==> src/rtl/nxt_seq_pkg.sv <==
package nxt_seq_pkg;

  typedef enum logic [1:0] {
    SEL_FIELD = 2'd0,
    SEL_ALU   = 2'd1,
    SEL_RET   = 2'd2,
    SEL_INC   = 2'd3
  } nxt_sel_e;

  typedef enum logic [2:0] {
    CND_INDIR  = 3'd0,
    CND_ALWAYS = 3'd1,
    CND_C      = 3'd2,
    CND_NC     = 3'd3,
    CND_Z      = 3'd4,
    CND_NZ     = 3'd5,
    CND_CZ     = 3'd6,
    CND_NCZ    = 3'd7
  } cond_e;

  localparam logic [2:0] CAT_ADDR   = 3'd3;
  localparam logic [2:0] CH_CALL    = 3'd4;
  localparam logic [2:0] CH_OPNCALL = 3'd5;
  localparam logic [2:0] CH_TCALL   = 3'd6;
  localparam logic [2:0] CH_RETURN  = 3'd7;

  function automatic logic is_call(input logic [2:0] op);
    return (op == CH_CALL) || (op == CH_OPNCALL) || (op == CH_TCALL);
  endfunction

endpackage

==> src/rtl/nxt_cond_eval.sv <==
module nxt_cond_eval
  import nxt_seq_pkg::*;
(
  input  logic [2:0] code,
  input  logic       carry,
  input  logic       zero,
  input  logic       jindir,
  output logic       ok
);
  always_comb begin
    unique case (code)
      CND_INDIR:  ok = jindir;
      CND_ALWAYS: ok = 1'b1;
      CND_C:      ok = carry;
      CND_NC:     ok = ~carry;
      CND_Z:      ok = zero;
      CND_NZ:     ok = ~zero;
      CND_CZ:     ok = carry | zero;
      default:    ok = ~(carry | zero);
    endcase
  end
endmodule

==> src/rtl/nxt_target_mux.sv <==
module nxt_target_mux
  import nxt_seq_pkg::*;
#(
  parameter int PC_W      = 23,
  parameter int DATA_W    = 32,
  parameter int CLUSTER_W = 12,
  parameter int SUB_LO    = 4
) (
  input  logic [1:0]      sel,
  input  logic [2:0]      icat,
  input  logic [2:0]      call_op,
  input  logic [PC_W-1:0] jmp_fld,
  input  logic [DATA_W-1:0] alu_out,
  input  logic [PC_W-1:0] ret_pc,
  input  logic [PC_W-1:0] pc,
  input  logic            take,
  output logic [PC_W-1:0] next_pc
);
  localparam int HI_W = PC_W - CLUSTER_W;

  logic [PC_W-1:0] pc_inc;
  logic [PC_W-1:0] fld_tgt;
  logic [PC_W-1:0] clus_tgt;
  logic [PC_W-1:0] sub_tgt;
  logic [PC_W-1:0] sel_tgt;

  assign pc_inc   = pc + PC_W'(1);
  assign clus_tgt = {pc[PC_W-1:CLUSTER_W], jmp_fld[CLUSTER_W-1:0]};
  assign sub_tgt  = {{HI_W{1'b0}}, jmp_fld[CLUSTER_W-1:SUB_LO], {SUB_LO{1'b0}}};

  always_comb begin
    if (icat == CAT_ADDR)      fld_tgt = jmp_fld;
    else if (is_call(call_op)) fld_tgt = sub_tgt;
    else                       fld_tgt = clus_tgt;
  end

  always_comb begin
    unique case (sel)
      SEL_FIELD: sel_tgt = fld_tgt;
      SEL_ALU:   sel_tgt = alu_out[PC_W-1:0];
      SEL_RET:   sel_tgt = ret_pc;
      default:   sel_tgt = pc_inc;
    endcase
  end

  assign next_pc = take ? sel_tgt : pc_inc;
endmodule

==> src/rtl/nxt_pc_seq.sv <==
module nxt_pc_seq
  import nxt_seq_pkg::*;
#(
  parameter int PC_W      = 23,
  parameter int DATA_W    = 32,
  parameter int CLUSTER_W = 12,
  parameter int SUB_LO    = 4
) (
  input  logic              clk,
  input  logic              rst,
  input  logic [1:0]        nxt_sel,
  input  logic [2:0]        icat,
  input  logic [2:0]        call_op,
  input  logic [PC_W-1:0]   jmp_fld,
  input  logic [2:0]        cond_code,
  input  logic              carry,
  input  logic              zero,
  input  logic              jindir,
  input  logic [DATA_W-1:0] alu_out,
  input  logic [PC_W-1:0]   ret_pc,
  output logic [PC_W-1:0]   pc
);
  logic [2:0]      cond_q;
  logic            take;
  logic [PC_W-1:0] next_pc;

  nxt_cond_eval u_cond (
    .code   (cond_q),
    .carry  (carry),
    .zero   (zero),
    .jindir (jindir),
    .ok     (take)
  );

  nxt_target_mux #(
    .PC_W      (PC_W),
    .DATA_W    (DATA_W),
    .CLUSTER_W (CLUSTER_W),
    .SUB_LO    (SUB_LO)
  ) u_mux (
    .sel     (nxt_sel),
    .icat    (icat),
    .call_op (call_op),
    .jmp_fld (jmp_fld),
    .alu_out (alu_out),
    .ret_pc  (ret_pc),
    .pc      (pc),
    .take    (take),
    .next_pc (next_pc)
  );

  always_ff @(posedge clk) begin
    if (rst) begin
      pc     <= '0;
      cond_q <= CND_ALWAYS;
    end else begin
      pc     <= next_pc;
      cond_q <= cond_code;
    end
  end


  p_reset_pc_r1: assert property (@(posedge clk) rst |=> pc == '0);
  p_reset_cond_r1: assert property (@(posedge clk) rst |=> cond_q == CND_ALWAYS);


  p_inc_step_r2: assert property (@(posedge clk) disable iff (rst)
    nxt_sel == SEL_INC |=> pc == $past(pc) + PC_W'(1));


  p_ret_needs_return_r4: assert property (@(posedge clk) disable iff (rst)
    nxt_sel == SEL_RET |-> call_op == CH_RETURN);


  p_long_jump_r5: assert property (@(posedge clk) disable iff (rst)
    (nxt_sel == SEL_FIELD && icat == CAT_ADDR && take) |=> pc == $past(jmp_fld));


  p_cluster_keep_r6: assert property (@(posedge clk) disable iff (rst)
    (nxt_sel == SEL_FIELD && icat != CAT_ADDR && !is_call(call_op) && take)
    |=> pc[PC_W-1:CLUSTER_W] == $past(pc[PC_W-1:CLUSTER_W]));


  p_false_falls_r9: assert property (@(posedge clk) disable iff (rst)
    !take |=> pc == $past(pc) + PC_W'(1));
endmodule

==> config.mk <==
export PLATFORM = sky130hd
export DESIGN_NAME = nxt_pc_seq
export DESIGN_NICKNAME = d
export VERILOG_FILES = /design/src/rtl/nxt_seq_pkg.sv /design/src/rtl/nxt_cond_eval.sv /design/src/rtl/nxt_target_mux.sv /design/src/rtl/nxt_pc_seq.sv
export SDC_FILE = /design/constraint.sdc
export NUM_CORES = 1
export LEC_CHECK = 0
export ABC_CLOCK_PERIOD_IN_PS = 3170
export BUFFER_PORTS_ARGS = -buffer_cell sky130_fd_sc_hd__buf_2
export CORE_UTILIZATION = 35
export DETAILED_ROUTE_END_ITERATION = 16
export PLACE_DENSITY = 0.67
export SYNTH_ARGS = -nofsm -noshare
export SYNTH_HDL_FRONTEND = slang
export SYNTH_HIERARCHICAL = 1
export SYNTH_SLANG_ARGS = --single-unit
export TNS_END_PERCENT = 100
==> constraint.sdc <==
create_clock -name clk -period 3.17 [get_ports clk]
set_input_delay 0.634 -clock clk [delete_from_list [all_inputs] [get_ports clk]]
set_output_delay 0.634 -clock clk [all_outputs]
set_load 0.01 [all_outputs]
== Word level (Yosys, flattened, before mapping) ==
Index checks and enable logic that the tools add are counted.
Operators by class
  $add $sub $neg: 1
  equal/unequal tests: 13
  multiplexer cells: 5
  bitwise gates (word level): 4
  reductions and logical operators: 4
Operators by type and width (number)
  two-way mux 23 bit: 3
  case mux 23 bit (3 select lines): 1
  adder 23 x 1 -> 23 bit, second input constant: 1
  equality test 3 bit, second input constant: 6
  equality test 3 x 2 -> 1 bit, second input constant: 3
  case mux 1 bit (7 select lines): 1
  inequality test 4 bit, second input constant: 1
  equality test 3 x 1 -> 1 bit, second input constant: 1
  logical NOT 3 bit: 1
  NOT 1 bit: 3
  equality test 2 x 1 -> 1 bit, second input constant: 1
  equality test 2 bit, second input constant: 1
  logical NOT 2 bit: 1
  logical OR 1 bit: 2
  OR 1 bit: 1
Word-level totals
  flip-flop bits (word level): 26
  input port bits: 94
  output and inout port bits: 23
  word-level logic and storage cells: 30

== Logic depth before layout (Yosys ltp) ==
  word-level depth: 7
  depth in mapped cells: 9
  depth with buffers taken out: 8

== Modules after synthesis ==
Netlist, hierarchy kept.
Modules (own cells, without submodules)
  nxt_target_mux: instances 1, cells an instance 212, area each 1224.9 sq um, sequential area each 0.0 sq um
  nxt_pc_seq: instances 1, cells an instance 54, area each 701.9 sq um, sequential area each 520.5 sq um
  nxt_cond_eval: instances 1, cells an instance 4, area each 28.8 sq um, sequential area each 0.0 sq um

== Worst setup path after synthesis ==
Ideal clock, no wire load.
  path kind: input to register
  start: in jindir
  end: reg pc[15]
  setup time: 0.065 ns
  data arrival time: 2.410 ns
  required time: 3.105 ns
  slack: 0.695 ns
  stages on the path: 9
  path buffers: 2
  cell sequence: or3b_1 > a21oi_1 > a21o_1 > buf_1 > a21boi_1 > clkbuf_1 > a211oi_1 > nor3_1 > nor2b_1
On the way
  longest elaborated chain between the ends: 2
  elaborated cells on any way between the ends: 3
  classes of those cells: eq/ne: 1; mux: 2
RTL lines
  start, declared: line nxt_pc_seq.sv:18  | input logic jindir,
  case mux 1 bit (7 select lines): line nxt_cond_eval.sv:11  | unique case (code)
  net take: line nxt_pc_seq.sv:24  | logic take;
  two-way mux 23 bit: line nxt_target_mux.sv:46  | assign next_pc = take ? sel_tgt : pc_inc;
  net next_pc[15]: line nxt_pc_seq.sv:25  | logic [PC_W-1:0] next_pc;
  end signal, assigned: line nxt_pc_seq.sv:57  | pc <= next_pc;
  end, declared: line nxt_pc_seq.sv:21  | output logic [PC_W-1:0] pc
The timed path passes the listed nets, and every way through them passes these cells.
A chain may end at the register's enable or synchronous reset.

== Final worst setup path ==
  start: in jindir
  end: reg pc[5]
The elaborated chain is that of the path after synthesis.

==> run summary <==
Syn avg cell area: 7.24 sq um
Final Instance Area: 0.00259 sq mm
Num ports: 117
Final setup TNS: 0 ns
Hold-fix buffers, CTS: 0
Global-route wire length before repair: 10,400 um
Cts bufs inserted: 3
Lkg Pwr: 1.12 nW
Critical Path RT: 3.32 ns
Total GRT Usage: 21.3%
Synth cell types: 43
# DRC: 0
Area grow syn2layout: 32.4%
Share of cells above drive strength 1: 33.2%
Cell taking the most area after synthesis: dfxtp_1
Ys flop type: dfxtp_1
Maximum VDD drop: 173 uV
Kind of cell adding the most delay to the critical path: compound AO/OA/AOI/OAI gates
Hold path depth: 2
PortBufs: 107
Final hold vios: 0
Fin Hold WS: 0.540 ns
Core area: 0.00524 sq mm
WS Path Type: input pin to flip-flop
CP Max Fanout: 24
Clk Latency, worst-skew pair: 0.27 ns
Asr flop ratio synth: 0%
CP Depth: 8
Overall power: 0.927 mW
Worst reg2reg endpoint: pc[21]
Worst-path cell chain: buf_2 > or3b_1 > a21oi_1 > a21o_1 > a21bo_2 > a211oi_1 > a31oi_1 > nor2b_1
Hold endpoint: cond_q[0]
Synth warn: 6
Post-DP Area: 0.00253 sq mm
CTS tree: yes
Status: finished, final reports clean
Via count: 2,400
Post-synthesis register bit count: 26
Setup Skew: 0.00152 ns
ANT cells: 0
DR pass1 iterations: 4
Synth area leaders: dfxtp_1 27%, nor2b_1 7.7%, a21oi_1 7.2%
Synthesized area: 0.00196 sq mm
Initial Util: 37.3%
Crit-path slowest cell: a21bo_2
Rel. slew slack: 40.4%
Final #Nets: 463
Reg clk slew, reported paths: 0.09 ns
Final period util: 73.3%
Actual slew at the worst max-slew pin: 0.885 ns
Post-Synthesis Cells: 270
HP Start: cond_code[0]
Routed WL: 6140 um
Sink Count: 26
Period minus WS final: 2.32 ns
Clock root buffer: clkbuf_8
Routed vias/inst: 5.49
Resize count post-CTS: 0
Die area: 0.00589 sq mm
Worst min path class: input pin to flip-flop
Hpwl dp: 4630 um
RR Startpoint: pc[2]
Sequential share of the synthesized area: 26.6%
Crit path largest cell delay: 0.43 ns
Fillers: 558
Routed length per instance: 14.1 um
Critical path endpoint category: flip-flop
CTS H-tree depth: 1
Initial antenna violation count: 0
Clk buf depth: 2
# rows: 26
Fmax: 430 MHz
Max cap viols: 0
Post-route ant nets: 0
Syn nets: 365
Power Density: 358 mW/mm^2
Vias in the first global route: 2,287
Critical path startpoint category: input pin
Reg2reg path depth: 5
Setup repair bufs after CTS: 0
GPL Wtd Cong: 0.823
Setup violations, final: 0
Pin count of the biggest net entering global routing: 29
Post-synth top area share: 26.6%
Crit. Startpoint: jindir
Post-synth EDFFs: 0
Sum of buffers and inverters on the critical path: 1
DRT iter0 DRCs: 130
Die W: 76.8 um
Crit path DAT: 2.48 ns
FF-to-FF setup slack: 0.85 ns
Gr ovfl total: 0
Most frequent cells after synthesis: 28 x a21oi_1, 28 x nor2_1, 26 x dfxtp_1
Final slew viol count: 0
Die Height: 76.8 um
RSZ-0062 raised after global routing: no
Fin util: 49.4%
==> cells by family after synthesis <==
| logic type | after synthesis | synth area share (%) |
|---|---|---|
| simple gates | 119 | 32.5 |
| compound gates | 83 | 26.7 |
| flops | 26 | 26.6 |
| buf+inv | 24 | 5.18 |
| xor+xnor | 9 | 4.03 |
| mux | 8 | 4.29 |
| fa+ha+maj | 1 | 0.640 |
==> layout make-up <==
class | instances | area [sq um] | share of cell area [%]
Clock buffer | 4 | 55.1 | 2.13
Inverter | 5 | 18.8 | 0.725
Multi-Input combinational cell | 220 | 1330 | 51.5
Sequential cell | 26 | 520 | 20.1
Tap cell | 70 | 87.6 | 3.38
Timing Repair Buffer | 112 | 573 | 22.1
==> how the worst max path moves through the flow <==
stage                         to  slack [ns]
final                      pc[5]        0.85
after global routing      pc[16]        0.57
after CTS                 pc[21]        0.85
after detailed placement  pc[16]        0.61
after global placement    pc[16]        0.65
after floorplan           pc[15]        0.69
==> registers in the layout (all words and copies together), names as in the netlist <==
register  flops
pc           23
cond_q        3
==> cell usage in the layout (no fill, tap or decap), drive strengths merged, types with 9 or more instances in the layout <==
cell,Yosys,layout
buf,7,112
o21ai,17,17
a211oi,12,12
dfxtp,26,26
nor2b,24,24
nand2,11,11
nor2,28,28
a21oi,28,28
a221oi,9,9
nor3,19,19
==> worst reg2reg max path, stage by stage (launching register included) <==
cell	delay [ns]
dfxtp_1	0.43
nand3_1	0.33
or4_1	0.76
or3_1	0.39
a211oi_1	0.21
nor2b_1	0.14
==> per-layer routing <==
metal / vias to the layer above / wire, um / global-route usage (%)
met3: 10 / 475 / 4.88
li1: 1196 / - / -
met5: - / 0 / 0
met2: 91 / 2910 / 37.1
met4: 0 / 82 / 5.19
met1: 1103 / 2670 / 26.3
==> where the power goes <==
part / internal, mW / switching (mW) / leakage, nW
registers: 0.360 / 0.0457 / 0.216
clock network: 0.111 / 0.110 / 0.0288
logic: 0.150 / 0.150 / 0.879
total: 0.621 / 0.306 / 1.12
==> stage by stage <==
stage	worst slack, ns	cells
5_1_grt	0.566	437
3_3_place_gp	0.647	433
2_1_floorplan	0.695	270
4_1_cts	0.854	437
3_5_place_dp	0.606	433
6_report	0.846	437
No activity file was read; power rests on OpenSTA's default activity.
